### src/rtl/bus_borrow_pkg.sv
package bus_borrow_pkg;
  typedef enum logic [1:0] {
    ST_IDLE = 2'd0,
    ST_WAIT = 2'd1,
    ST_OWN  = 2'd2
  } borrow_state_t;
endpackage

### src/rtl/bus_borrow_sync.sv
module bus_borrow_sync #(
  parameter int STAGES = 2,
  parameter int WIDTH  = 2
) (
  input  logic             clk,
  input  logic             rst,
  input  logic [WIDTH-1:0] async_i,
  output logic [WIDTH-1:0] sync_o
);
  logic [WIDTH-1:0] chain [STAGES];

  always_ff @(posedge clk) begin
    if (rst) chain[0] <= '0;
    else     chain[0] <= async_i;
  end

  for (genvar s = 1; s < STAGES; s++) begin : g_stage
    always_ff @(posedge clk) begin
      if (rst) chain[s] <= '0;
      else     chain[s] <= chain[s-1];
    end
  end

  assign sync_o = chain[STAGES-1];
endmodule

### src/rtl/bus_borrow_fsm.sv
module bus_borrow_fsm
  import bus_borrow_pkg::*;
(
  input  logic clk,
  input  logic rst,
  input  logic need_i,
  input  logic halt_i,
  input  logic refresh_need_i,
  input  logic dpram_access_i,
  input  logic grant_s_i,
  input  logic ack_s_i,
  output logic req_o,
  output logic own_o
);
  borrow_state_t state_q, state_d;
  logic release_cause;

  assign release_cause = dpram_access_i | (halt_i & ~refresh_need_i);

  always_comb begin
    state_d = state_q;
    unique case (state_q)
      ST_IDLE: if (need_i && !release_cause) state_d = ST_WAIT;
      ST_WAIT: begin
        if (!need_i || release_cause)    state_d = ST_IDLE;
        else if (grant_s_i && !ack_s_i)  state_d = ST_OWN;
      end
      ST_OWN:  if (!need_i || release_cause) state_d = ST_IDLE;
      default: state_d = ST_IDLE;
    endcase
  end

  always_ff @(posedge clk) begin
    if (rst) begin
      state_q <= ST_IDLE;
      req_o   <= 1'b0;
      own_o   <= 1'b0;
    end else begin
      state_q <= state_d;
      req_o   <= (state_d == ST_WAIT);
      own_o   <= (state_d == ST_OWN);
    end
  end

  assert_req_own_excl_R5: assert property (@(posedge clk) disable iff (rst)
    !(req_o && own_o));
  assert_take_needs_free_grant_R3: assert property (@(posedge clk) disable iff (rst)
    (!own_o && state_q == ST_WAIT && !(grant_s_i && !ack_s_i)) |=> !own_o);
  assert_hold_own_R7: assert property (@(posedge clk) disable iff (rst)
    (own_o && need_i && !dpram_access_i && !(halt_i && !refresh_need_i)) |=> own_o);
  assert_halt_release_R8: assert property (@(posedge clk) disable iff (rst)
    (own_o && halt_i && !refresh_need_i) |=> !own_o);
  assert_dpram_release_R9: assert property (@(posedge clk) disable iff (rst)
    dpram_access_i |=> (!own_o && !req_o));
  assert_wait_drop_R10: assert property (@(posedge clk) disable iff (rst)
    (req_o && !need_i) |=> !req_o);
endmodule

### src/rtl/bus_borrow_arbiter.sv
module bus_borrow_arbiter #(
  parameter int SYNC_STAGES = 2
) (
  input  logic clk,
  input  logic rst,
  input  logic need_bus_i,
  input  logic halt_i,
  input  logic refresh_need_i,
  input  logic dpram_ext_access_i,
  input  logic ext_grant_n_i,
  input  logic ext_ack_n_i,
  output logic bus_req_n_o,
  output logic ack_n_o,
  output logic ack_oe_o,
  output logic bus_owned_o
);
  localparam int NUM_ASYNC = 2;

  logic [NUM_ASYNC-1:0] pins_hi, pins_s;
  logic req_q, own_q;

  assign pins_hi = {~ext_ack_n_i, ~ext_grant_n_i};

  bus_borrow_sync #(.STAGES(SYNC_STAGES), .WIDTH(NUM_ASYNC)) u_sync (
    .clk     (clk),
    .rst     (rst),
    .async_i (pins_hi),
    .sync_o  (pins_s)
  );

  bus_borrow_fsm u_fsm (
    .clk            (clk),
    .rst            (rst),
    .need_i         (need_bus_i),
    .halt_i         (halt_i),
    .refresh_need_i (refresh_need_i),
    .dpram_access_i (dpram_ext_access_i),
    .grant_s_i      (pins_s[0]),
    .ack_s_i        (pins_s[1]),
    .req_o          (req_q),
    .own_o          (own_q)
  );

  assign bus_req_n_o = ~req_q;
  assign ack_n_o     = ~own_q;
  assign ack_oe_o    = own_q;
  assign bus_owned_o = own_q;

  assert_oe_only_owned_R6: assert property (@(posedge clk) disable iff (rst)
    ack_oe_o == bus_owned_o);
  assert_owned_drives_ack_R5: assert property (@(posedge clk) disable iff (rst)
    bus_owned_o |-> (!ack_n_o && bus_req_n_o));
endmodule

### config.mk
export PLATFORM = sky130hd
export DESIGN_NAME = bus_borrow_arbiter
export DESIGN_NICKNAME = d
export VERILOG_FILES = /design/src/rtl/bus_borrow_pkg.sv /design/src/rtl/bus_borrow_sync.sv /design/src/rtl/bus_borrow_fsm.sv /design/src/rtl/bus_borrow_arbiter.sv
export SDC_FILE = /design/constraint.sdc
export NUM_CORES = 1
export LEC_CHECK = 0
export ABC_AREA = 1
export CORE_AREA = 2 2 39 41
export DETAILED_ROUTE_END_ITERATION = 7
export DIE_AREA = 0 0 41 43
export DONT_BUFFER_PORTS = 1
export GPL_ROUTABILITY_DRIVEN = 0
export PLACE_DENSITY = 0.33
export SLEW_MARGIN = 20
export SYNTH_ARGS = -nofsm -noshare
export SYNTH_HDL_FRONTEND = slang
export SYNTH_SLANG_ARGS = --single-unit
### constraint.sdc
create_clock -name clk -period 0.8 [get_ports clk]
set_input_delay 0.16 -clock clk [delete_from_list [all_inputs] [get_ports clk]]
set_output_delay 0.16 -clock clk [all_outputs]
set_load 0.01 [all_outputs]
### Word-level counts from Yosys, hierarchy flattened

Memory sizes are Yosys's and may differ from the RTL's.
Cells that the tools add are included.
W data, S select, Z words.

* logic and storage cells: 34
* output and inout bits: 4
* flip-flop bits (word level): 4
* bits in writable memories: 4
* memories kept: 1

* reductions and logical operators: 7
* multiplexer cells: 10
* eq/ne operators: 4
* bitwise logic cells: 9

Memories
* u_sync.chain: depth 2, width 2, rd ports 2, clocked after Yosys merged registers in 0, wr ports 2, RTL line bus_borrow_sync.sv:10 `logic [WIDTH-1:0] chain [STAGES];`

Operator list (count)
* $mux W2: 6
* $pmux W2 S3: 1
* $not A1 Y1: 5
* $eq A2 B1 Y1 const B: 2
* $eq A2 B2 Y1 const B: 2
* $logic_not A1 Y1: 3
* $mux W1: 3
* $or A1 B1 Y1: 3
* $logic_and A1 B1 Y1: 2
* $logic_not A2 Y1: 1
* $and A1 B1 Y1: 1
* $logic_or A1 B1 Y1: 1

### Logic depth before layout (Yosys ltp)

Gate-level depths: netlist of run 1.

* depth in word-level cells: 8
* depth in mapped cells: 5
* gate-level depth less buffers: 5

### Modules after synthesis

Synthesis of run 1 repeated with hierarchy kept, for this count alone.

* cell total of the unflattened synthesis: 38
* area total of the unflattened synthesis: 286.5 µm²

Modules (own cells, without submodules)
* bus_borrow_fsm: instances 1, area an instance 153.9 µm², cells each 21
* bus_borrow_sync: instances 1, area an instance 110.1 µm², cells each 12
* bus_borrow_arbiter: instances 1, area an instance 22.5 µm², cells each 5

### Worst setup path after synthesis of run 1

OpenSTA, ideal clock, no wires.

* path kind: reg-to-reg
* from: register u_fsm.state_q[0]
* to: register u_fsm.req_o
* required time: 0.682 ns
* period minus slack after synthesis: 0.675 ns
* cell stages (with the launch flop): 4
* path buffers: 0
* path slack: 0.125 ns
* setup time: 0.118 ns
* arrival: 0.557 ns
* cells stage by stage: dfxtp_1 nand2_1 o21bai_1 nor2_1

* cells in the longest elaborated chain, start to end: 4

Ends and longest elaborated chain
* start, declared: RTL line bus_borrow_fsm.sv:15 `borrow_state_t state_q, state_d;`
* start signal, assigned: RTL line bus_borrow_fsm.sv:39 `state_q <= state_d;`
* $mux W2: RTL line bus_borrow_fsm.sv:26 `else if (grant_s_i && !ack_s_i) state_d = ST_OWN;`
* $mux W2: RTL line bus_borrow_fsm.sv:25 `if (!need_i || release_cause) state_d = ST_IDLE;`
* $pmux W2 S3 *: RTL line bus_borrow_fsm.sv:22 `unique case (state_q)`
* $eq A2 B1 Y1 *: RTL line bus_borrow_fsm.sv:40 `req_o <= (state_d == ST_WAIT);`
* end signal, assigned: RTL line bus_borrow_fsm.sv:40
* end, declared: RTL line bus_borrow_fsm.sv:12 `output logic req_o,`

Every way passes the cells marked *; elsewhere a longest branch is shown, timed or not.
A chain may end at the register's enable or synchronous reset.

### Worst setup path in the final report of run 1

* from: register u_fsm.own_o
* to: output ack_oe_o

RTL lines
* start, declared: RTL line bus_borrow_fsm.sv:13 `output logic own_o`
* start signal, assigned: RTL line bus_borrow_fsm.sv:41 `own_o <= (state_d == ST_OWN);`
* end, declared: RTL line bus_borrow_arbiter.sv:14 `output logic ack_oe_o,`

No word-level cell between the ends.

==> impl_results.md, run 1 <==
- DR vias: 208
- GRT Residual Overflow: 0
- CP required: 0.64 ns
- Core area: 1380 um2
- Wire per inst: 8.09 um
- Clock Path Buffers: 2
- Buf/Inv on CP: 1
- CP max-delay cell: dfxtp_2
- DIE HEIGHT: 43 um
- CP max stage delay: 0.32 ns
- Max_slew headroom: 89.4%
- Max-capacitance violation count: 0
- Worst VDD drop: 498 uV
- CP Capture Type: output pin
- Max-slew violations: 0
- Global-route wire length before repair: 814 um
- Period utilization: 105%
- Worst slew pin tran: 0.158 ns
- Pin count of the biggest net entering global routing: 5
- CP top delay family: flip-flops
- Final instance area: 360 um2
- Nets: 50
- First-pass DRT Iterations: 2
- Min-delay worst type: input pin to flop
- Die width: 41 um
- Hpwl dp: 319 um
- CTS clock-pin slew for the worst setup and hold paths: 0.05 ns
- Area occupied by multi-input gates: 87.6 um2
- Port Buffers: 0
- Register Area: 163 um2
- Io pins: 12
- Worst EP arrival: 0.68 ns
- Layout fillers: 163
- H-tree lvl count: 1
- Static Leak: 0.000157 uW
- Final hold violations: 0
- Critical Path Fanout Max: 2
- DP Area: 292 um2
- Ratio of cells with drive above 1 in the final layout: 30.0%
- Clk sinks: 8
- Antenna viol nets, final: 0
- Status: complete, but fails checks
- DR iter-0 viols: 3
- Root Buffer Master: clkbuf_4
- Power per Cell Area: 2090 nW/um2
- ANT cells: 0
- GRT Util Overall: 7.44%
- Slack of the critical path: -0.0431 ns
- Unrepaired setup endpoints after global routing: true
- Fmax: 1.19 GHz
- Sequential element share of the synthesized area: 59.0%
- CTS tree: yes
- Post-synthesis cell type count: 10
- Failing checks: setup timing
- Row count: 14
- Syn-to-layout area delta: 32.7%
- Synth Register Bits: 8
- Setup WS pre-CTS: 0.0723 ns
- Crit start category: flop
- Post-route DRC: 0
- Ys Warns: 0
- Syn Nets: 42
- Finished Core Util: 26.0%
- Power, Total: 754 uW
- CP Class: flop to output pin
- Starting density of the core: 19.6%
- CP cell instances: buf_6
- Die area: 1760 um2
- Skew final: 0.00132 ns
- Synth Cell Area: 272 um2
- Post-CTS setup buffer count: 0
- Fin crit period: 0.843 ns
- Num CTS Buffers: 3
- Clk_lat worst skew: 0.24 ns
- Antenna violations before repair: 0
- Syn avg cell area: 7.99 um2
- Vias in the first global route: 225
- Mapped Cells: 34
- Setup-failing EPs final: 3
- Via density: 3.71
- DRT Wirelength: 453 um
==> power breakdown <==
part | internal, uW | switching, uW
clock network | 171 | 126
registers | 413 | 5.68
logic | 20.7 | 18.1
==> worst paths after layout <==
| path | from | depth (start not counted) | endpoint | slack (ns) |
|---|---|---|---|---|
| setup / recovery | u_fsm.own_o | 1 | ack_oe_o | -0.04 |
| hold reg to reg | u_sync.chain[0][0] | 2 | u_sync.chain[1][0] | 0.40 |
| hold / removal | rst | 3 | u_fsm.own_o | 0.08 |
| setup reg to reg | u_fsm.state_q[0] | 3 | u_fsm.req_o | 0.09 |
==> metrics by stage <==
| stage | std cells | TNS (ns) | hold slack [ns] |
|---|---|---|---|
| floorplan | 34 | 0 | 0.227 |
| global placement | 50 | 0 | 0.230 |
| detailed placement | 50 | 0 | 0.230 |
| CTS | 56 | -0.142 | 0.0795 |
| global route | 56 | -0.242 | 0.0923 |
| finish | 56 | -0.0991 | 0.0845 |
==> cell families after synthesis <==
group,after synthesis,synth area share (%)
and+or+nand+nor,16,24.0
DFF,8,59.0
buffers and inverters,8,12.4
AOI/OAI and AO/OA,2,4.61
==> what timing repair did <==
item | 4_1_cts | 5_1_grt
pin swaps | 0 | 2
setup endpoints to repair | 3 | 8
gates resized for setup | 2 | 5
hold buffers | 3 | 0
endpoints found under the hold margin | 4 | 0
==> worst reg2reg max path, cell delays in order (launching register included) <==
cell and delay (ns):
dfxtp_2 0.34, nand2_2 0.06, o21bai_2 0.15, nor2_1 0.06
==> state kept, by name, summed over array words and instances (netlist names) <==
name and count:
u_sync.chain 4, u_fsm.req_o 1, u_fsm.state_q 2, u_fsm.own_o 1
==> synthesized netlist by cell type <==
| master | n | area (um2) |
|---|---|---|
| nor2_1 | 11 | 41.3 |
| nand2_1 | 3 | 11.3 |
| a21oi_1 | 1 | 5.00 |
| buf_4 | 1 | 7.51 |
| nand2_2 | 1 | 6.26 |
| o21bai_1 | 1 | 7.51 |
| nor2_2 | 1 | 6.26 |
| inv_1 | 6 | 22.5 |
| clkinv_1 | 1 | 3.75 |
| dfxtp_1 | 8 | 160 |
==> cells in the final DEF (no fill, tap or decap) <==
cell and instances:
clkbuf_4 3, dfxtp_2 2, inv_1 5, buf_6 1
a21oi_2 1, o21bai_2 1, nand2_2 2, clkinv_1 1
nand2_1 2, dfxtp_1 6, inv_2 1, nor2_2 1
nor2_1 11, dlygate4sd3_1 3
==> layer usage <==
metal  track usage (%)  part of all wire (%)
met2              10.6                    51
met4              8.00                  0.88
met1              7.12                    41
met5                 0                     0
met3              3.14                   7.3
==> final cells by class <==
class                   instances  area share [%]
inverters                       7            7.29
clock buffers                   3            6.25
repair buffers                  4            11.5
well taps                      16            5.56
flip-flops and latches          8            45.1
multi-input cells              18            24.3
(Power assumes the default switching activity.)
==> run 2, diff against run 1 <==
Settings changed: CAP_MARGIN set to 20, PLACE_DENSITY 0.33 to 0.32.
Clock period 0.8 ns to 0.9 ns, I/O delays scaled along.
==> impl_results.md, run 2 (synthesis results as in run 1) <==
- Status: finished clean
- CP max-delay cell: dfxtp_2
- DP Area: 292 um2
- Max reg flops: 4
- Worst slew pin tran: 0.166 ns
- Period utilization: 96.3%
- CTS clock-pin slew for the worst setup and hold paths: 0.05 ns
- Post-route DRC: 0
- Finished Core Util: 25.2%
- Layout fillers: 149
- Antenna viol nets, final: 0
- Global-route wire length before repair: 752 um
- Worst VDD drop: 667 uV
- Fin crit period: 0.867 ns
- CP required: 0.72 ns
- CP cell instances: buf_6
- ANT cells: 0
- Via density: 3.75
- DIE HEIGHT: 43 um
- Buf/Inv on CP: 1
- Nets: 50
- Most common cell after layout, fill and taps aside: nor2_1
- Reg2reg end: u_fsm.state_q[0]
- Placed cell count: 50
- Port Buffers: 0
- GRT Util Overall: 7.15%
- Max-capacitance violation count: 0
- Largest reg by FF count: u_sync.chain
- Unrepaired setup endpoints after global routing: false
- NetSw: 132 uW
- Final hold violations: 0
- Cell depth of the worst setup path: 1
- R2R Setup Slk: 0.16 ns
- H-tree lvl count: 1
- Syn-to-layout area delta: 28.6%
- Skew final: 0.00129 ns
- CTS tree: yes
- Setup_tns: 0 ns
- Static Leak: 0.000152 uW
- Post-CTS setup buffer count: 0
- Clk network pwr share: 39.6%
- DRT Wirelength: 421 um
- Top flop regs: u_sync.chain: 4 flops, u_fsm.state_q: 2 flops
- Power, Total: 668 uW
- Clk sinks: 8
- Final instance area: 349 um2
- CP top delay family: flip-flops
- Hpwl dp: 309 um
- Starting density of the core: 19.6%
- Vias in the first global route: 223
- Most frequent cells in the layout: nor2_1 (11), dfxtp_1 (7), inv_1 (6)
- Crit start category: flop
- Flop pwr share: 55.4%
- Clock Path Buffers: 2
- Wire per inst: 7.52 um
- Critical Path Fanout Max: 2
- Sw frac: 19.8%
- R2R Path Start: u_fsm.state_q[0]
- Clk_lat worst skew: 0.25 ns
- Io pins: 12
- Comb power frac: 5.0%
- R2R depth: 3
- Worst EP arrival: 0.69 ns
- CP Class: flop to output pin
- Cell Int Power: 536 uW
- Max_slew headroom: 88.9%
- Root Buffer Master: clkbuf_4
- Ratio of cells with drive above 1 in the final layout: 17.5%
- CP Capture Type: output pin
- Die area: 1760 um2
- Row count: 14
- Antenna violations before repair: 0
- CP max stage delay: 0.32 ns
- Power per Cell Area: 1910 nW/um2
- Num CTS Buffers: 3
- Pin count of the biggest net entering global routing: 5
- DR iter-0 viols: 5
- Min-delay worst type: input pin to flop
- Core area: 1380 um2
- Die width: 41 um
- Setup-failing EPs final: 0
- DR vias: 210
- Fmax: 1.15 GHz
- First-pass DRT Iterations: 2
- CP startpoint: u_fsm.own_o
- CP endpoint: bus_owned_o
- Fin cells: 56
- Max-slew violations: 0
- GRT Residual Overflow: 0
## run 2: repair_timing
| action | CTS | global route |
|---|---|---|
| gates resized for setup | 0 | 2 |
| endpoints found under the setup margin | 0 | 2 |
| endpoints found under the hold margin | 4 | 0 |
| hold buffers | 3 | 0 |
## run 2: worst min-delay path, stage by stage
cell and delay [ns]:
inv_1 0.02, nand2_1 0.07, nor2_1 0.04
## run 2: area by class of cell
type / count / area, um2 / share of cell area [%]
well taps: 16 / 20.0 / 5.73
repair buffers: 4 / 41.3 / 11.8
clock buffers: 3 / 22.5 / 6.45
inverters: 7 / 26.3 / 7.53
multi-input cells: 18 / 77.6 / 22.2
flip-flops and latches: 8 / 161 / 46.2
## run 2: per-layer routing
layer,GRT usage (%),share of wire (%)
met5,0,0
met4,6.00,0
met3,6.28,11
met2,10.9,53
met1,4.87,37
## run 2: through the flow
| step | hold slack [ns] | worst slack (ns) |
|---|---|---|
| after floorplan | 0.247 | 0.214 |
| after global placement | 0.249 | 0.202 |
| after detailed placement | 0.250 | 0.169 |
| after CTS | 0.0895 | 0.00163 |
| after global routing | 0.0951 | 0.00247 |
| final | 0.0990 | 0.0330 |
## run 2: how the worst min path moves through the flow
stage          from  slack, ns  cells past startpoint                  to
6_report        rst        0.1                      3         u_fsm.req_o
5_1_grt         rst        0.1                      3         u_fsm.req_o
4_1_cts         rst       0.09                      3         u_fsm.req_o
3_5_place_dp    rst       0.25                      1  u_sync.chain[0][0]
3_3_place_gp    rst       0.25                      1  u_sync.chain[0][0]
2_1_floorplan   rst       0.25                      1  u_sync.chain[0][0]
## run 2: power by group through the flow
| stage | registers (uW) | clock network, uW | logic (uW) |
|---|---|---|---|
| after detailed placement | 377 | 0 | 21.6 |
| after CTS | 370 | 280 | 33.9 |
| after floorplan | 377 | 0 | 19.0 |
| final | 370 | 265 | 33.6 |
| after global routing | 371 | 303 | 39.1 |
| after global placement | 378 | 0 | 20.9 |
